**config.mk**
```make
export PLATFORM = sky130hd
export DESIGN_NAME = rstwake_ctrl
export DESIGN_NICKNAME = d
export VERILOG_FILES = /design/src/rtl/rstwake_pkg.sv /design/src/rtl/rw_pin_filter.sv /design/src/rtl/rw_startup.sv /design/src/rtl/rw_cause_decode.sv /design/src/rtl/rstwake_ctrl.sv
export SDC_FILE = /design/constraint.sdc
export NUM_CORES = 1
export LEC_CHECK = 0
export BUFFER_PORTS_ARGS = -buffer_cell sky130_fd_sc_hd__buf_2
export CAP_MARGIN = 20
export CORE_MARGIN = 5
export CORE_UTILIZATION = 54
export CTS_CLUSTER_SIZE = 20
export DETAILED_ROUTE_END_ITERATION = 12
export HOLD_SLACK_MARGIN = 0.05
export MAX_ROUTING_LAYER = met4
export PLACE_DENSITY = 0.83
export SLEW_MARGIN = 5
export SYNTH_ARGS = -nofsm -noshare
export SYNTH_HDL_FRONTEND = slang
export SYNTH_SLANG_ARGS = --single-unit
```
**constraint.sdc**
```tcl
create_clock -name clk -period 3.4 [get_ports clk]
set_input_delay 0.34 -clock clk [delete_from_list [all_inputs] [get_ports clk]]
set_output_delay 0.34 -clock clk [all_outputs]
set_load 0.02 [all_outputs]
```
**src/rtl/rstwake_pkg.sv**
```systemverilog
package rstwake_pkg;
  typedef enum logic [2:0] {
    CZ_NONE     = 3'd0,
    CZ_POR      = 3'd1,
    CZ_PIN_RUN  = 3'd2,
    CZ_PIN_SLP  = 3'd3,
    CZ_WD_RUN   = 3'd4,
    CZ_WD_WAKE  = 3'd5,
    CZ_IRQ_WAKE = 3'd6
  } cause_e;

  localparam int NCAUSE = 6;
  localparam logic [7:0] POR_STATUS = 8'b0001_1000;
endpackage

```
**src/rtl/rw_pin_filter.sv**
```systemverilog
module rw_pin_filter #(
  parameter int N = 4
) (
  input  logic clk,
  input  logic por_i,
  input  logic pin_n_i,
  output logic filt_n_o,
  output logic fall_o
);
  localparam int CW = $clog2(N + 1);

  logic          s1_q, s2_q;
  logic [CW-1:0] run_q;
  logic          at_lim;

  assign at_lim = (run_q == CW'(N - 1));
  assign fall_o = filt_n_o && !s2_q && at_lim;

  always_ff @(posedge clk or posedge por_i) begin
    if (por_i) begin
      s1_q     <= 1'b1;
      s2_q     <= 1'b1;
      run_q    <= '0;
      filt_n_o <= 1'b1;
    end else begin
      s1_q <= pin_n_i;
      s2_q <= s1_q;
      if (s2_q == filt_n_o) begin
        run_q <= '0;
      end else if (at_lim) begin
        run_q    <= '0;
        filt_n_o <= s2_q;
      end else begin
        run_q <= run_q + 1'b1;
      end
    end
  end
endmodule

```
**src/rtl/rw_startup.sv**
```systemverilog
module rw_startup #(
  parameter int CNTW = 10
) (
  input  logic clk,
  input  logic por_i,
  input  logic hold_i,
  output logic busy_o
);
  logic [CNTW-1:0] cnt_q;

  always_ff @(posedge clk or posedge por_i) begin
    if (por_i) begin
      cnt_q  <= '0;
      busy_o <= 1'b1;
    end else if (hold_i) begin
      cnt_q  <= '0;
      busy_o <= 1'b1;
    end else if (busy_o) begin
      if (cnt_q == {CNTW{1'b1}}) busy_o <= 1'b0;
      else                       cnt_q  <= cnt_q + 1'b1;
    end
  end
endmodule

```
**src/rtl/rw_cause_decode.sv**
```systemverilog
module rw_cause_decode
  import rstwake_pkg::*;
#(
  parameter int PCW     = 13,
  parameter int IRQ_VEC = 4
) (
  input  logic           pin_fall_i,
  input  logic           wdt_i,
  input  logic           sleep_i,
  input  logic           int_pend_i,
  input  logic           gie_i,
  input  logic           mask_i,
  input  logic [PCW-1:0] pc_i,
  input  logic [7:0]     status_i,
  output logic           fire_o,
  output cause_e         cause_o,
  output logic [PCW-1:0] pc_o,
  output logic [7:0]     status_o,
  output logic           rst_o
);
  logic [PCW-1:0] pc_inc;
  assign pc_inc = pc_i + 1'b1;

  always_comb begin
    fire_o   = 1'b0;
    cause_o  = CZ_NONE;
    pc_o     = '0;
    status_o = status_i;
    rst_o    = 1'b0;
    if (pin_fall_i) begin
      fire_o = 1'b1;
      rst_o  = 1'b1;
      if (sleep_i) begin
        cause_o  = CZ_PIN_SLP;
        status_o = {3'b000, 2'b10, status_i[2:0]};
      end else begin
        cause_o  = CZ_PIN_RUN;
        status_o = {3'b000, status_i[4:0]};
      end
    end else if (wdt_i && !mask_i) begin
      fire_o = 1'b1;
      if (sleep_i) begin
        cause_o  = CZ_WD_WAKE;
        pc_o     = pc_inc;
        status_o = {status_i[7:5], 2'b00, status_i[2:0]};
      end else begin
        cause_o  = CZ_WD_RUN;
        rst_o    = 1'b1;
        status_o = {5'b00001, status_i[2:0]};
      end
    end else if (int_pend_i && sleep_i && !mask_i) begin
      fire_o   = 1'b1;
      cause_o  = CZ_IRQ_WAKE;
      pc_o     = gie_i ? PCW'(IRQ_VEC) : pc_inc;
      status_o = {status_i[7:5], 2'b10, status_i[2:0]};
    end
  end
endmodule

```
**src/rtl/rstwake_ctrl.sv**
```systemverilog
module rstwake_ctrl
  import rstwake_pkg::*;
#(
  parameter int PCW     = 13,
  parameter int FILT_N  = 4,
  parameter int DLY_W   = 10,
  parameter int IRQ_VEC = 4
) (
  input  logic           clk,
  input  logic           por_i,
  input  logic           mclr_n_i,
  input  logic           wdt_to_i,
  input  logic           sleep_i,
  input  logic           int_pend_i,
  input  logic           gie_i,
  input  logic [PCW-1:0] pc_i,
  input  logic [7:0]     status_i,
  output logic           evt_o,
  output logic [2:0]     cause_o,
  output logic [5:0]     cause_oh_o,
  output logic [PCW-1:0] pc_val_o,
  output logic [7:0]     status_o,
  output logic           chip_rst_o
);
  logic           filt_n, pin_fall, busy, rst_pulse_q;
  logic           d_fire, d_rst;
  cause_e         d_cause, cause_q;
  logic [PCW-1:0] d_pc;
  logic [7:0]     d_st;

  rw_pin_filter #(.N(FILT_N)) u_filt (
    .clk(clk), .por_i(por_i), .pin_n_i(mclr_n_i),
    .filt_n_o(filt_n), .fall_o(pin_fall)
  );

  rw_startup #(.CNTW(DLY_W)) u_dly (
    .clk(clk), .por_i(por_i), .hold_i(pin_fall || !filt_n), .busy_o(busy)
  );

  assign chip_rst_o = busy || rst_pulse_q;

  rw_cause_decode #(.PCW(PCW), .IRQ_VEC(IRQ_VEC)) u_dec (
    .pin_fall_i(pin_fall), .wdt_i(wdt_to_i), .sleep_i(sleep_i),
    .int_pend_i(int_pend_i), .gie_i(gie_i), .mask_i(chip_rst_o),
    .pc_i(pc_i), .status_i(status_i),
    .fire_o(d_fire), .cause_o(d_cause), .pc_o(d_pc),
    .status_o(d_st), .rst_o(d_rst)
  );

  always_ff @(posedge clk or posedge por_i) begin
    if (por_i) begin
      evt_o       <= 1'b1;
      cause_q     <= CZ_POR;
      pc_val_o    <= '0;
      status_o    <= POR_STATUS;
      rst_pulse_q <= 1'b0;
    end else begin
      evt_o       <= d_fire;
      cause_q     <= d_fire ? d_cause : CZ_NONE;
      pc_val_o    <= d_pc;
      status_o    <= d_st;
      rst_pulse_q <= d_fire && d_rst;
    end
  end

  assign cause_o = cause_q;

  for (genvar k = 0; k < NCAUSE; k++) begin : g_oh
    assign cause_oh_o[k] = evt_o && (cause_q == cause_e'(k + 1));
  end
endmodule

```
Word level (Yosys, flattened, before mapping)
Index checks and enable logic that the tools add are counted.

Word-level logic and storage cells: 75. Output and inout port bits: 32. Bits of input ports: 28. Register bits: 43.

Equal/unequal tests: 10. Add/sub/neg operators: 3. Reduce and logical (&&, ||, !) cells: 20. Multiplexer cells: 30. Bitwise operators: 1.

Operators with widths (count): $mux 13 (5); $mux 10 (3); $mux 8 (3); $mux 3 (6); $add 13x1->13 const B (1); $logic_and 1x1->1 (12); $mux 1 (11); $add 10x1->10 const B (1); $eq 10x10->1 const B (1); $mux 5 (2); $eq 3x2->1 const B (3); $eq 3x3->1 const B (3); $reduce_and 2->1 (2); $add 3x1->3 const B (1); $eq 3x1->1 const B (1); $logic_not 1->1 (3); $logic_or 1x1->1 (2); $ne 2x1->1 const B (1); $reduce_bool 2->1 (1); $eq 1x1->1 (1); $not 1->1 (1).

Logic depth before layout (Yosys ltp)
Word-level depth: 7. Depth in mapped cells: 6.

Cells and area by module
From an unflattened synthesis, not the netlist that was laid out.

Cells, all modules: 206. Area, all modules: 2150.8 um^2.

Modules (own cells, without submodules): rstwake_ctrl (area each 768.2 um^2, cells an instance 39, instances 1); rw_startup (area each 656.9 um^2, cells an instance 70, instances 1); rw_cause_decode (area each 479.2 um^2, cells an instance 80, instances 1); rw_pin_filter (area each 246.5 um^2, cells an instance 17, instances 1).

Least setup slack after synthesis
Ideal clock, no wire load.

Path type: register -> output. Start point: register evt_o. End point: output cause_oh_o[0]. Arrival time: 1.139 ns. Cell stages (with the launch flop): 3. Setup slack: 1.921 ns. Buffers on the path: 0. Cell sequence: dfstp_2 > nand2_1 > nor3_1.

Longest elaborated chain between the ends: 1.

Ends and longest elaborated chain: start, declared (line rstwake_ctrl.sv:18) `output logic evt_o,`; start signal, assigned (line rstwake_ctrl.sv:58) `evt_o <= d_fire;`; $logic_and 1x1->1 (line rstwake_ctrl.sv:69) `assign cause_oh_o[k] = evt_o && (cause_q == cause_e'(k + 1));`; end, declared (line rstwake_ctrl.sv:20) `output logic [5:0] cause_oh_o,`.

Every way passes these cells.

Final worst setup path
Start point: register u_filt.run_q[0]. End point: register pc_val_o[11].

Longest elaborated chain between the ends: 3.

Ends and longest elaborated chain: start, declared (line rw_pin_filter.sv:13) `logic [CW-1:0] run_q;`; start signal, assigned (line rw_pin_filter.sv:34) `run_q <= run_q + 1'b1;`; $eq 3x2->1 (line rw_pin_filter.sv:16) `assign at_lim = (run_q == CW'(N - 1));`; $logic_and 1x1->1 (line rw_pin_filter.sv:17) `assign fall_o = filt_n_o && !s2_q && at_lim;`; $mux 13 (line rw_cause_decode.sv:30) `if (pin_fall_i) begin`; named net d_pc[11] (line rstwake_ctrl.sv:28) `logic [PCW-1:0] d_pc;`; end signal, assigned (line rstwake_ctrl.sv:60) `pc_val_o <= d_pc;`; end, declared (line rstwake_ctrl.sv:21) `output logic [PCW-1:0] pc_val_o,`.

The timed path passes the listed nets, and every way through them passes these cells. A chain may end at the register's enable or synchronous reset.

==> flow_results.org <==
** Detailed routing
- Count of antenna-violating nets left after detailed routing :: 0
- Average wire per standard cell :: 13.2 um
- Drt total wl :: 3960 um
- First-pass iteration count of the detailed router :: 4
- Total number of vias :: 1548
- Total DRC errors in the routed layout :: 0
- Routed vias/inst :: 5.18
- The first routing iteration left 111 violations.

** Synth
- After Yosys synthesis, and, or, nand and nor cells account for 23.5% of the synthesized area.
- EDFF count, synth :: 0
- Number of unique standard cell types used by synthesis :: 42
- After synthesis, the share of cell area in mux cells is 1.01%.
- Counting flops with an async set or reset pin after synthesis yields a share of 100%.
- Post-synthesis area per instance :: 10.6 sq um
- Fraction of the mapped netlist area in compound gates :: 10.4%
- The most used flip-flop cell after synthesis is sky130_fd_sc_hd__dfrtp_1.
- Netlist area before placement :: 1980 sq um
- Number of synthesis warnings :: 0
- Post-synthesis instance total :: 187
- The synthesized netlist devotes 2.53% of its cell area to adder and majority cells.
- Synth Net Count :: 219
- Of the total synthesized cell area, the portion taken by XOR and XNOR cells is 5.32%.
- The synthesized design contains 43 register bits.
- Summing the sequential cell areas from Yosys gives 54.9% of the chip area.
- After synthesis, the largest family of logic cells by area is simple AND/OR/NAND/NOR gates.

** Cells and area
- The finished cells cover 2410 sq um.
- Once layout is complete, the cells apart from fillers number 299.
- After the last flow step, the layout net total stands at 282.
- The repair_antennas step left the layout with diodes totalling 0.
- Ratio of cells with drive above 1 in the final layout :: 34.3%
- The area growth from synthesis to layout is 21.8%.

** Clock tree
- CTS Hold Bufs :: 0
- CTS sink count :: 43
- Level count of the clock H-tree :: 2
- After clock tree synthesis, the setup repair step added 0 buffers.
- Clock slew at the register clock pins of the worst setup and hold paths :: 0.08 ns
- Clock insertion delay at the later pin of the skew report :: 0.30 ns
- The clock passes through at most 2 buffers.
- Counting the buffers created by CTS gives 5.
- The number of gates resized after CTS was 0.
- CTS Root Cell :: sky130_fd_sc_hd__clkbuf_8
- TritonCTS clock tree :: yes

** Floorplanning
- Standard cell core area :: 3610 sq um
- After floorplanning, the core was divided into 22 placement rows.
- Effective utilization at floorplan :: 54.8%
- Die height :: 70.5 um
- The die is 70.5 um wide.
- Area enclosed by the die boundary :: 4970 sq um
- Pin placement for this block handled 60 I/O pins.

** STA
- Between clock sinks in the finished design, the worst skew comes to 0.00831 ns.
- The number of failing hold endpoints at the final stage came to 0.
- The clock period could shrink to 1.98 ns.
- Headroom to the max-slew limit :: 41.8%
- Part of the cycle the worst path needs :: 58.3%
- Unrepaired setup endpoints after global routing :: false
- Final Setup Violations :: 0
- Max-slew violations :: 0
- Worst slew pin tran :: 0.873 ns
- Setup TNS after final layout :: 0 ns
- Maximum clock rate :: 0.505 GHz

** GRT
- Global-route met1 utilization :: 22.3%
- Maximum number of pins on one net before global-route repair :: 44
- Global routing used 28.8% of the available met2 tracks.
- The layer flagged by global routing as most heavily used is met2.
- Met3 track demand over resource in global routing :: 6.33%
- Global router's overall resource usage :: 18.4%
- Antenna violations before repair :: 0
- Global routing finished with a remaining overflow of 0.
- Vias in the first global route :: 1553
- The first global-routing pass estimated 6990 um of wire.

** Setup path
- Broken down by cell family, the worst path's largest delay share belongs to simple AND/OR/NAND/NOR gates.
- Together, buffers and inverters on the worst path number 0.
- Kind of start point of the critical path :: register
- Endpoint arrival time on the critical path :: 2.12 ns
- Setup Crit Path Kind :: reg -> reg
- Critical path peak fanout :: 12
- Cell with the biggest individual delay on the critical path :: sky130_fd_sc_hd__o2111ai_1
- On the worst path, the slowest cell contributes a delay of 0.51 ns.
- Endpoint kind of the worst setup timing path :: register
- Data on the critical path is required at its endpoint by 3.54 ns.
- Ordered list of cells on the worst path :: ha_1 -> nor2b_1 -> nand2_1 -> o2111ai_1 -> nor2_1

** Power
- Part of the total power dissipated in sequential elements :: 54.8%
- Summed over all nets, the switching power comes to 290 uW.
- Cell internal power was estimated by the tool at 757 uW.
- In this run, the clock network consumes 30.0% of the power.
- Post-layout power :: 1050 uW
- Switch share :: 27.7%
- PwrDens :: 435 nW/um^2
- IR drop worst, VDD :: 0.000352 V
- In this run the static leakage power is 0.00115 uW.
- Power share of the combinational group :: 15.2%

** Place
- Dpl cell area :: 2320 sq um
- The count of buffers added on input and output ports is 59.
- Counting tap cells, the placed design contains a total of 291 instances.
- Routability-driven placement finished with a final weighted congestion of 0.782.
- After legalization and detailed placement, the total HPWL measured 3020 um.

** Hold path
- Min-delay worst type :: in -> reg

** Run status
- Status :: finished clean

** Run
- The tool flagged a number of max-cap violations equal to 0.
[worst paths after layout]
kind / slack [ns] / start / end / depth (start not counted)
setup / recovery: 1.42 / u_filt.run_q[0] / pc_val_o[11] / 5
hold reg to reg: 0.36 / u_filt.s1_q / u_filt.s2_q / 0
max in group asynchronous: 2.88 / por_i / status_o[4] / 3
hold / removal: 0.14 / mclr_n_i / u_filt.s1_q / 1
min in group asynchronous: 0.15 / por_i / pc_val_o[5] / 3
setup reg to reg: 1.42 / u_filt.run_q[0] / pc_val_o[11] / 5
[metal layers]
metal / part of all wire (%) / vias to the layer above
met5: 0 / -
met4: 1.7 / 0
met3: 8.4 / 6
met2: 49 / 52
met1: 41 / 712
li1: - / 778
[cells in the final DEF (no fill, tap or decap), drive strengths merged, types with 2 or more instances in the layout]
cell and instances:
buf 60, dfrtp 35, nor2 23, nand2 17, nand3 10, a21oi 9, o21ai 8, dfstp 8
xnor2 7, nor3 7, inv 6, clkbuf 6, xor2 5, nand2b 5, nor3b 4, ha 4
nor4 4, and3 4, and2 3, or3 3, nand4 3, clkinv 3, nor2b 2, a31oi 2
o2111ai 2, mux2i 2
[flip-flops by register name (all words and copies together), names as in the netlist]
register / count
u_dly.busy_o: 1
cause_o: 3
rst_pulse_q: 1
u_filt.s2_q: 1
pc_val_o: 13
u_dly.cnt_q: 10
evt_o: 1
u_filt.s1_q: 1
status_o: 8
u_filt.filt_n_o: 1
u_filt.run_q: 3
[logic make-up (layout without fill, tap and decap cells)]
family	Yosys count	in the layout
AND/OR/NAND/NOR	86	86
flip-flops	43	43
AO/OA/AOI/OAI	29	29
XOR/XNOR	12	12
buffers and inverters	11	75
adder cells (fa/ha/maj)	4	4
multiplexers	2	2
[power by group through the flow]
stage                     Sequential [uW]  Combinational, uW  Clock, uW
final                                 574                159        314
after global routing                  580                181        349
after CTS                             574                162        322
after detailed placement              584                160          0
after global placement                581                153          0
after floorplan                       589               95.8          0
[Yosys cell counts, drive strengths merged, types with 5 or more instances]
master / count / area (sq um)
dfrtp: 35 / 876
nor2: 23 / 96.4
nand2: 17 / 66.3
nand3: 10 / 55.1
a21oi: 9 / 45.0
dfstp: 8 / 210
o21ai: 8 / 40.0
inv: 7 / 26.3
nor3: 7 / 35.0
xnor2: 7 / 61.3
nand2b: 5 / 31.3
xor2: 5 / 43.8
[metrics by stage]
stage / util (%) / hold WS [ns] / setup WS, ns
final: 66.8 / 0.138 / 1.42
after global routing: 66.8 / 0.112 / 1.23
after CTS: 66.8 / 0.127 / 1.41
after detailed placement: 64.4 / 0.347 / 1.42
after global placement: 64.4 / 0.346 / 1.54
after floorplan: - / 0.344 / 1.92
[cell type report]
class	instances	area (sq um)
flip-flops and latches	43	1090
clock buffers	6	72.6
clock inverters	2	13.8
repair buffers	60	303
multi-input cells	133	846
fillers	305	1200
inverters	7	26.3
well taps	48	60.1
Power figures use the tool's default switching activity.
